<file path="src/rtl/fsel_pkg.sv">
package fsel_pkg;
    localparam int CODE_W  = 3;
    localparam int FS_W    = 2;
    localparam int MHZ_W   = 8;
    localparam int TENTH_W = 10;
    localparam int DIV_W   = 4;

    typedef enum logic [1:0] {MODE_RUN, MODE_HIZ, MODE_TEST} mode_e;

    typedef struct packed {
        logic [MHZ_W-1:0]   cpu;
        logic [TENTH_W-1:0] pci;
        logic [TENTH_W-1:0] agp;
        logic [MHZ_W-1:0]   usbio;
    } freq_t;

    typedef struct packed {
        logic [DIV_W-1:0] cpu;
        logic [DIV_W-1:0] pci;
        logic [DIV_W-1:0] agp;
        logic [DIV_W-1:0] refc;
        logic [DIV_W-1:0] usb;
    } div_t;

    localparam logic [CODE_W-1:0] CODE_HIZ  = 3'b000;
    localparam logic [CODE_W-1:0] CODE_TEST = 3'b011;

    // Nominal running frequencies; zero for non-running codes
    function automatic freq_t run_freq(input logic [CODE_W-1:0] code, input logic usb_half);
        freq_t f;
        f = '0;
        case (code)
            3'b001: begin f.cpu = 8'd50;  f.pci = 10'd250; f.agp = 10'd500; end
            3'b010: begin f.cpu = 8'd66;  f.pci = 10'd330; f.agp = 10'd660; end
            3'b100: begin f.cpu = 8'd90;  f.pci = 10'd300; f.agp = 10'd600; end
            3'b101: begin f.cpu = 8'd133; f.pci = 10'd333; f.agp = 10'd666; end
            3'b110: begin f.cpu = 8'd120; f.pci = 10'd300; f.agp = 10'd600; end
            3'b111: begin f.cpu = 8'd100; f.pci = 10'd333; f.agp = 10'd666; end
            default: f = '0;
        endcase
        if (f.cpu != '0) f.usbio = usb_half ? 8'd24 : 8'd48;
        return f;
    endfunction

    function automatic div_t test_div(input logic usb_half);
        div_t d;
        d.cpu  = 4'd2;
        d.pci  = 4'd6;
        d.agp  = 4'd3;
        d.refc = 4'd1;
        d.usb  = usb_half ? 4'd8 : 4'd4;
        return d;
    endfunction
endpackage

</file>
<file path="src/rtl/fsel_strap_capture.sv">
module fsel_strap_capture
    import fsel_pkg::*;
#(
    parameter int SETTLE = 16
) (
    input  logic            clk,
    input  logic            rst,
    input  logic [FS_W-1:0] fs_pin,
    input  logic            usb_pin,
    output logic            sample,
    output logic            valid,
    output logic [FS_W-1:0] fs_q,
    output logic            usb_q
);
    localparam int CNT_W = $clog2(SETTLE + 1);
    localparam logic [CNT_W-1:0] LAST = CNT_W'(SETTLE - 1);

    logic [CNT_W-1:0] cnt;

    assign sample = !rst && !valid && (cnt == LAST);

    always_ff @(posedge clk) begin
        if (rst) begin
            cnt   <= '0;
            valid <= 1'b0;
            fs_q  <= '1;
            usb_q <= 1'b1;
        end else if (!valid) begin
            if (cnt == LAST) begin
                valid <= 1'b1;
                fs_q  <= fs_pin;
                usb_q <= usb_pin;
            end else begin
                cnt <= cnt + 1'b1;
            end
        end
    end

    assert_strobe_then_valid_R2: assert property (@(posedge clk) disable iff (rst)
        sample |=> valid);
    assert_strap_hold_R3: assert property (@(posedge clk) disable iff (rst)
        valid |=> (valid && $stable(fs_q) && $stable(usb_q)));
endmodule

</file>
<file path="src/rtl/fsel_test_entry.sv">
module fsel_test_entry #(
    parameter int SYNC_STAGES = 2,
    parameter int EDGES       = 3
) (
    input  logic clk,
    input  logic rst,
    input  logic xtal_in,
    input  logic stop_n,
    output logic entered
);
    localparam int CNT_W = $clog2(EDGES + 1);
    localparam logic [CNT_W-1:0] FULL = CNT_W'(EDGES);

    logic [SYNC_STAGES-1:0] xs_sh, ps_sh;
    logic                   ps_d;
    logic [CNT_W-1:0]       cnt;
    logic                   xs, ps, rise;

    assign xs      = xs_sh[SYNC_STAGES-1];
    assign ps      = ps_sh[SYNC_STAGES-1];
    assign rise    = ps && !ps_d;
    assign entered = (cnt == FULL);

    always_ff @(posedge clk) begin
        if (rst) begin
            xs_sh <= '1;
            ps_sh <= '1;
            ps_d  <= 1'b1;
            cnt   <= '0;
        end else begin
            xs_sh <= {xs_sh[SYNC_STAGES-2:0], xtal_in};
            ps_sh <= {ps_sh[SYNC_STAGES-2:0], stop_n};
            ps_d  <= ps;
            if (!entered) begin
                if (xs)        cnt <= '0;
                else if (rise) cnt <= cnt + 1'b1;
            end
        end
    end

    assert_entry_sticky_R9: assert property (@(posedge clk) disable iff (rst)
        entered |=> entered);
    assert_xtal_clears_R10: assert property (@(posedge clk) disable iff (rst)
        (xs && !entered) |=> (cnt == '0));
endmodule

</file>
<file path="src/rtl/fsel_mode_decode.sv">
module fsel_mode_decode
    import fsel_pkg::*;
(
    input  logic [CODE_W-1:0] code,
    input  logic              seq_test,
    input  logic              usb_half,
    output mode_e             mode,
    output freq_t             freq,
    output div_t              div
);
    always_comb begin
        if (seq_test || code == CODE_TEST) begin
            mode = MODE_TEST;
            freq = '0;
            div  = test_div(usb_half);
        end else if (code == CODE_HIZ) begin
            mode = MODE_HIZ;
            freq = '0;
            div  = '0;
        end else begin
            mode = MODE_RUN;
            freq = run_freq(code, usb_half);
            div  = '0;
        end
    end
endmodule

</file>
<file path="src/rtl/fsel_strap_ctrl.sv">
module fsel_strap_ctrl
    import fsel_pkg::*;
#(
    parameter int SETTLE      = 16,
    parameter int SYNC_STAGES = 2,
    parameter int EDGES       = 3
) (
    input  logic               clk,
    input  logic               rst,
    input  logic [1:0]         fs_strap_pin,
    input  logic               usbsel_strap_pin,
    input  logic               test_pin,
    input  logic               xtal_in,
    input  logic               pci_stop_n,
    input  logic               cfg_override,
    input  logic [2:0]         cfg_code,
    output logic               strap_sample,
    output logic               strap_valid,
    output logic [1:0]         strap_fs,
    output logic               strap_usbsel,
    output logic [2:0]         sel_code,
    output logic               out_hiz,
    output logic               test_mode,
    output logic [7:0]         cpu_mhz,
    output logic [9:0]         pci_d10,
    output logic [9:0]         agp_d10,
    output logic [7:0]         usbio_mhz,
    output logic [3:0]         div_cpu,
    output logic [3:0]         div_pci,
    output logic [3:0]         div_agp,
    output logic [3:0]         div_ref,
    output logic [3:0]         div_usb
);
    logic  seq_test;
    mode_e mode;
    freq_t freq;
    div_t  div;

    fsel_strap_capture #(.SETTLE(SETTLE)) u_cap (
        .clk(clk), .rst(rst),
        .fs_pin(fs_strap_pin), .usb_pin(usbsel_strap_pin),
        .sample(strap_sample), .valid(strap_valid),
        .fs_q(strap_fs), .usb_q(strap_usbsel)
    );

    fsel_test_entry #(.SYNC_STAGES(SYNC_STAGES), .EDGES(EDGES)) u_seq (
        .clk(clk), .rst(rst),
        .xtal_in(xtal_in), .stop_n(pci_stop_n),
        .entered(seq_test)
    );

    assign sel_code = cfg_override ? cfg_code : {test_pin, strap_fs};

    fsel_mode_decode u_dec (
        .code(sel_code), .seq_test(seq_test), .usb_half(strap_usbsel),
        .mode(mode), .freq(freq), .div(div)
    );

    assign out_hiz   = (mode == MODE_HIZ);
    assign test_mode = (mode == MODE_TEST);
    assign cpu_mhz   = freq.cpu;
    assign pci_d10   = freq.pci;
    assign agp_d10   = freq.agp;
    assign usbio_mhz = freq.usbio;
    assign div_cpu   = div.cpu;
    assign div_pci   = div.pci;
    assign div_agp   = div.agp;
    assign div_ref   = div.refc;
    assign div_usb   = div.usb;

    assert_hiz_not_test_R6: assert property (@(posedge clk) disable iff (rst)
        !(out_hiz && test_mode));
    assert_seq_forces_test_R9: assert property (@(posedge clk) disable iff (rst)
        seq_test |-> (test_mode && cpu_mhz == '0));
endmodule

</file>
<file path="config.mk">
export PLATFORM = sky130hd
export DESIGN_NAME = fsel_strap_ctrl
export DESIGN_NICKNAME = d
export VERILOG_FILES = /design/src/rtl/fsel_pkg.sv /design/src/rtl/fsel_strap_capture.sv /design/src/rtl/fsel_test_entry.sv /design/src/rtl/fsel_mode_decode.sv /design/src/rtl/fsel_strap_ctrl.sv
export SDC_FILE = /design/constraint.sdc
export NUM_CORES = 1
export LEC_CHECK = 0
export BUFFER_PORTS_ARGS = -buffer_cell sky130_fd_sc_hd__buf_2
export CELL_PAD_IN_SITES_DETAIL_PLACEMENT = 1
export CELL_PAD_IN_SITES_GLOBAL_PLACEMENT = 2
export CORE_UTILIZATION = 21
export CTS_CLUSTER_SIZE = 16
export DETAILED_ROUTE_END_ITERATION = 8
export HOLD_SLACK_MARGIN = 0.05
export MAX_ROUTING_LAYER = met4
export PLACE_DENSITY_LB_ADDON = 0.1
export SKIP_CTS_REPAIR_TIMING = 1
export SYNTH_ARGS = -nofsm -noshare
export SYNTH_HDL_FRONTEND = slang
export SYNTH_SLANG_ARGS = --single-unit
</file>
<file path="constraint.sdc">
create_clock -name clk -period 2.4 [get_ports clk]
set_clock_uncertainty 0.2 [all_clocks]
set_input_delay 0.24 -clock clk [delete_from_list [all_inputs] [get_ports clk]]
set_output_delay 0.24 -clock clk [all_outputs]
set_load 0.02 [all_outputs]
</file>
==> results.md, run 1 <==
- Status: finished, final reports clean
- Clk pwr share: 31.4%
- Die area: 5740 um^2
- Final Critical Period: 2.20 ns
- Synth top area cells: dfxtp_1 28%, buf_4 25%, mux2i_4 3.9%, nor2_1 3.9%, nor2b_1 3.8%
- Total congestion overflow: 0
- HPWL after DPL: about 2300 um
- Switch share: around 34%
- Post-synth top area cell: dfxtp_1
- DRC violations left: 0
- Total design power: 0.000761 W
- CTS Buf Count: 3
- Vias in the first global route: 886
- Share of cells above drive strength 1: 44.8%
- ANT cells: 0
- Register Area: 320 um^2
- Startpoint types: register
- Starting Density: 22.1%
- Flops & latches, synth: 16
- Final Hold Fails: 0
- DP Area: around 1300 um^2
- Upper clock frequency limit: approximately 450 MHz
- Setup_tns: 0 ns
- Ports: slightly below 80
- Pin count of the biggest net entering global routing: 20
- Nets@finish: 197
- Total of max-cap violations: 0
- Die W: 75.8 um
- Clock transition at path regs: about 0.060 ns
- Area Growth Syn to Fin: 24.6%
- Drt pass-1 iters: 4
- Gp weighted congestion: 0.726
- Crit end category: output port
- Initial DRC count: 18
- Comb pwr share: 32.0%
- Routed WL: 2870 um
- Worst hold slack: 0.135 ns
- FILL cells: approximately 660
- Antenna violations before repair: 0
- Share of the synthesized area in the top cell type: 28.0%
- PD cells: 534 nW/um^2
- Vias per cell: approximately 3.9
- Final ANT Viol Nets: 0
- Static leakage: 0.701 nW
- First-pass GRT wire length: 4240 um
- Total routing usage reported by global routing: 10.3%
- Area of the core: 5170 um^2
- Mapped Area: ~1100 um^2
- Synthesized netlist cell count: 134
- RSZ-0062 raised after global routing: no
- Clk Latency, worst-skew pair: 0.25 ns
- Hold crit path type: in2reg
- Fin area: roughly 1400 um^2
- CP max FO: 7
- Sink Count: 16
- Critical path class: reg2out
- Yosys warnings: 0
- Area of the multi-input gates: 583 um^2
- CTS tree: done
- Tcrit/Tclk final: 91.6%
- Core Util, Final: 27.6%
- Via count: 982
- VDD IR-drop max: 0.185 mV
- Max Slew Vio Count: 0
- Clock Path Buffers: 2
- IO buf count: between 50 and 60
- Critical Path AT: ~1.8 ns
- Crit path required time: 1.96 ns
- Synth Area per Inst: between 8 and 9 um^2
- Flop pwr share: 36.6%
- Psw: 0.000262 W
- Cell Rows: 26
- Post-synthesis sequential area ratio: 28.0%
- Die height: 75.8 um
- Pint: 0.000499 W
- Final setup fails: 0
- Clk root buf: clkbuf_8
- H-tree Lvls: 1
- Distinct cells, synth: 34
- Wirelength per Cell: 11.4 um
-- layout make-up --
class                   instances  area share [%]
multi-input cells              92            40.9
repair buffers                 66            25.5
clock buffers                   4            3.86
inverters                       3            1.14
well taps                      70            6.15
flip-flops and latches         16            22.5
-- critical path, cell delays in order, from the launching register on --
cell	delay, ns
dfxtp_1	0.37
ha_1	0.18
and3_1	0.17
ha_1	0.17
nor2b_2	0.29
nor2b_1	0.16
buf_2	0.17
-- cells in the mapped netlist --
| library cell | number |
|---|---|
| nand4_1 | 1 |
| inv_1 | 1 |
| and2b_1 | 1 |
| xnor2_1 | 2 |
| o21bai_1 | 1 |
| buf_1 | 1 |
| buf_4 | 38 |
| clkbuf_1 | 2 |
| or3_4 | 1 |
| nor2_1 | 12 |
| conb_1 | 1 |
| a22oi_1 | 1 |
| xor2_1 | 2 |
| dfxtp_1 | 16 |
| a21oi_1 | 7 |
| nor2b_1 | 7 |
| or2_2 | 5 |
| mux2_2 | 1 |
| ha_1 | 3 |
| and3_1 | 1 |
| nor3_1 | 3 |
| a21o_1 | 2 |
| a21oi_2 | 2 |
| nor3b_1 | 1 |
| nand2_1 | 5 |
| xnor2_2 | 1 |
| mux2i_4 | 2 |
| a211oi_1 | 2 |
| a211o_1 | 3 |
| inv_4 | 2 |
| mux2i_1 | 1 |
| and2_1 | 2 |
| nor4_1 | 2 |
| o21ai_0 | 2 |
-- layout by cell type, fill, tap and decap left out, drive strengths merged --
cell         netlist  layout
or3                1       1
nand2              5       5
nor3b              1       1
clkbuf             2       4
o21bai             1       1
nand4              1       1
conb               1      19
or2                5       5
a211oi             2       2
o21ai              2       2
nor2b              7       7
a22oi              1       1
a211o              3       3
nor3               3       3
and3               1       1
and2b              1       1
inv                3       3
mux2i              3       3
dfxtp             16      16
nor2              12      12
ha                 3       3
a21oi              9       9
a21o               2       2
xnor2              3       3
and2               2       2
nor4               2       2
mux2               1       1
buf               39      61
xor2               2       2
dlygate4sd3        0       5
-- metrics by stage --
stage                     setup WS [ns]  std cells
after floorplan                  0.0104        152
after global placement            0.317        242
after detailed placement          0.287        242
after CTS                        0.0215        246
after global routing             0.0405        251
final                             0.201        251
-- power groups by stage --
| stage | registers, W | clock network, W | logic [W] |
|---|---|---|---|
| 2_1_floorplan | 0.000283 | 0 | 0.000217 |
| 3_3_place_gp | 0.000284 | 0 | 0.000237 |
| 3_5_place_dp | 0.000285 | 0 | 0.000238 |
| 4_1_cts | 0.000278 | 0.000255 | 0.000239 |
| 5_1_grt | 0.000280 | 0.000270 | 0.000268 |
| 6_report | 0.000279 | 0.000239 | 0.000244 |
-- logic make-up after synthesis --
logic type               count (synthesis)  synth area share, %
buffers and inverters                   44                 27.4
flip-flops                              16                 28.0
AO/OA/AOI/OAI                           20                 11.7
multiplexers                             4                 5.80
AND/OR/NAND/NOR                         41                 19.0
adder cells (fa/ha/maj)                  3                 3.28
other                                    1                0.328
XOR/XNOR                                 5                 4.49
-- worst paths after layout --
kind             startpoint             end  slack [ns]  depth (start not counted)
max reg2reg    u_cap.cnt[0]     u_cap.usb_q        0.55                          6
max            u_cap.cnt[0]    strap_sample        0.20                          6
min reg2reg  u_seq.xs_sh[0]  u_seq.xs_sh[1]        0.21                          1
min                     rst    u_cap.cnt[3]        0.13                          2
-- registers in the layout (all words and copies together), names as in the netlist --
| name | flops |
|---|---|
| u_cap.fs_q | 2 |
| u_cap.cnt | 5 |
| u_cap.valid | 1 |
| u_seq.ps_d | 1 |
| u_seq.ps_sh | 2 |
| u_seq.cnt | 2 |
| u_cap.usb_q | 1 |
| u_seq.xs_sh | 2 |
-- layer usage --
layer / part of all wire [%] / wire (um) / GRT usage, %
met1: 40 / 1160 / 11.4
met2: 51 / 1470 / 17.7
met3: 6.9 / 197 / 2.12
met4: 1.5 / 43 / 4.94
met5: 0 / 0 / -
No activity file was read; power rests on OpenSTA's default activity.
==> run 2, diff against run 1 <==
CORE_UTILIZATION = 22   (was 21)
SLEW_MARGIN = 40   (was not set)
SYNTH_HIERARCHICAL = 1   (was not set)
==> run 2 against run 1 <==
Cell count rose by 1.6%. Sequential share of layout area fell by 0.48 points. Count of clock-buffer cells in the layout did not move. Largest cell class unchanged. Power fell by 1.0%. Critical endpoint is now test_mode. Setup slack got worse by 0.026 ns.
==> results.md, run 2 <==
- Delay-heaviest family, CP: simple AND/OR/NAND/NOR gates
- DP Area: 1350 um^2 (+2.5%)
- Critical Path AT: 1.79 ns (+0.03 ns)
- Cell Rows: 26 (unchanged)
- Share of the synthesized area in the top cell type: 26.7% (-1.3 points)
- IO buf count: 58 (unchanged)
- HPWL after DPL: 2220 um (-2.2%)
- Sink Count: 16 (unchanged)
- Vias in the first global route: 865 (-2.4%)
- Post-Synth Adder-Cell Area: 3.13% (-0.15 points)
- FILL cells: 656 (+0.15%)
- Clock Path Buffers: 2 (unchanged)
- Synth Area per Inst: 8.39 um^2 (-1.7%)
- Gp weighted congestion: 0.750 (+3.2%)
- Die W: 75.9 um (about the same)
- Max Slew Vio Count: 0 (unchanged)
- Commonest non-fill, non-tap cell in the layout: buf_2
- Upper clock frequency limit: 449 MHz (-1.2%)
- Ys flop type: dfxtp_1
- Total of max-cap violations: 0 (unchanged)
- Antenna violations before repair: 0 (unchanged)
- Distinct cells, synth: 36 (+5.9%)
- Final ANT Viol Nets: 0 (unchanged)
- Status: finished, final reports clean
- Critical path class: reg2out
- Commonest cells post-synth: 40 x buf_4, 16 x dfxtp_1, 10 x nor2_1, 9 x nor2b_1, 7 x a21oi_1
- Clk root buf: clkbuf_8
- Die height: 75.9 um (about the same)
- Number of flip-flops in the largest register: 5 (unchanged)
- Final Critical Period: 2.23 ns (+0.0264 ns)
- Die area: 5750 um^2 (+0.15%)
- CTS Buf Count: 3 (unchanged)
- Count leader, synth: buf_4
- Fin area: 1460 um^2 (+2.2%)
- DRC violations left: 0 (unchanged)
- Synth Area in XOR/XNOR: 3.55% (-0.94 points)
- Area Growth Syn to Fin: 21.4%
- Hold crit path type: in2reg
- Initial DRC count: 11 (-7)
- Routed WL: 2700 um (-5.9%)
- Bufs and invs on worst path: 2 (+1)
- ANT cells: 0 (unchanged)
- Commonest non-fill, non-tap cells in the layout: 58 x buf_2, 19 x conb_1, 16 x dfxtp_1, 10 x nor2_1, 9 x nor2b_1
- Largest family of logic cells by synthesized area: buffers and inverters
- Synth Area in Simple Gates: 25.9% (+6.8 points)
- Clock transition at path regs: 0.06 ns (about the same)
- Synth top area cells: dfxtp_1 27%, buf_4 25%, nor2b_1 4.7%, ha_1 3.1%, nor2_1 3.1%
- Fraction of registers with async set/reset: 0% (unchanged)
- Flops & latches, synth: 16 (unchanged)
- EDFF count, synth: 0 (unchanged)
- Post-synthesis sequential area ratio: 26.7% (-1.3 points)
- Slowest cell on crit path: mux2_2
- First-pass GRT wire length: 4240 um (unchanged)
- Top reg by flops: u_cap/cnt
- H-tree Lvls: 1 (unchanged)
- Vias per cell: 3.93 (+0.54%)
- Register Area: 320 um^2 (unchanged)
- Crit path required time: 1.96 ns (about the same)
- PD cells: 517 nW/um^2 (-3.1%)
- CTS tree: done
- Drt pass-1 iters: 4 (unchanged)
- Via count: 1003 (+2.1%)
- Crit end category: output port
- CP max FO: 8 (+1)
- Static leakage: 0.721 nW (+2.8%)
- Final Hold Fails: 0 (unchanged)
- CP cell instances: mux2_2 > and2b_1 > a21oi_2 > inv_1 > nor2b_1 > buf_2
- Total design power: 0.000753 W (-1.0%)
- Mux contribution to synthesized area: 3.75% (-2.0 points)
- Mapped Area: 1200 um^2 (+4.9%)
- Startpoint types: register
- CP peak stage delay: 0.35 ns (-0.02 ns)
- Starting Density: 23.2% (+1.1 points)
- Area of the multi-input gates: 631 um^2 (+8.2%)
- Ports: 78 (unchanged)
- Yosys warnings: 6 (+6)
- Setup_tns: 0 ns (unchanged)
- Worst hold slack: 0.150 ns (+0.0156 ns)
- RSZ-0062 raised after global routing: no
- Synthesized netlist cell count: 143 (+6.7%)
- VDD IR-drop max: 0.247 mV (+34%)
- Total congestion overflow: 0 (unchanged)
- Final setup fails: 0 (unchanged)
- Share of cells above drive strength 1: 40.5% (-4.2 points)
- Pin count of the biggest net entering global routing: 19 (-5.0%)
- Post-synth top area cell: dfxtp_1
- Clk Latency, worst-skew pair: 0.25 ns (about the same)
- Wirelength per Cell: 10.6 um (-7.4%)
- Nets@finish: 201 (+2.0%)
- Total routing usage reported by global routing: 10.1% (-0.19 points)
- Tcrit/Tclk final: 92.7% (+1.1 points)
- Complex-gate fraction of the synthesized area: 8.97% (-2.7 points)
- Area of the core: 5170 um^2 (unchanged)
## run 2: path summary, 6_finish.rpt
path | startpoint | end | slack [ns] | cells past startpoint
hold / removal | rst | u_cap/cnt[0] | 0.15 | 2
setup reg to reg | u_cap/cnt[0] | u_cap/cnt[3] | 0.50 | 6
hold reg to reg | u_seq/ps_sh[0] | u_seq/ps_sh[1] | 0.20 | 1
setup / recovery | u_cap/fs_q[0] | test_mode | 0.17 | 6
## run 2: kinds of logic after synthesis
logic type / after synthesis
multiplexers: 4
other: 1
flip-flops: 16
adder cells (fa/ha/maj): 3
buffers and inverters: 48
XOR/XNOR: 4
AO/OA/AOI/OAI: 17
AND/OR/NAND/NOR: 50
## run 2: per-stage QoR
step / worst slack (ns) / std cells / utilization (%)
6_report: 0.174 / 255 / 28.2
5_1_grt: 0.0220 / 255 / 28.2
4_1_cts: 0.0501 / 250 / 27.1
3_5_place_dp: 0.208 / 246 / 26.1
3_3_place_gp: 0.264 / 246 / 26.1
2_1_floorplan: 0.0131 / 161 / -
## run 2: layer usage
layer / global-route usage [%] / routed length [um] / part of all wire (%)
met1: 12.0 / 1170 / 43
met2: 16.3 / 1310 / 48
met3: 1.72 / 166 / 6.1
met4: 5.56 / 53 / 2.0
met5: - / 0 / 0
## run 2: final cells by class
| cell class | count | area share, % |
|---|---|---|
| multi-input combinational | 97 | 43.3 |
| timing repair buffer | 64 | 23.9 |
| sequential | 16 | 22.0 |
| tap | 70 | 6.01 |
| clock buffer | 4 | 3.78 |
| inverter | 4 | 1.03 |
## run 2: report_power, final
part | internal, W | total, W | switching [W]
Combinational | 0.0000773 | 0.000239 | 0.000162
Sequential | 0.000274 | 0.000279 | 0.00000517
Clock | 0.000145 | 0.000235 | 0.0000897
Total | 0.000497 | 0.000753 | 0.000257
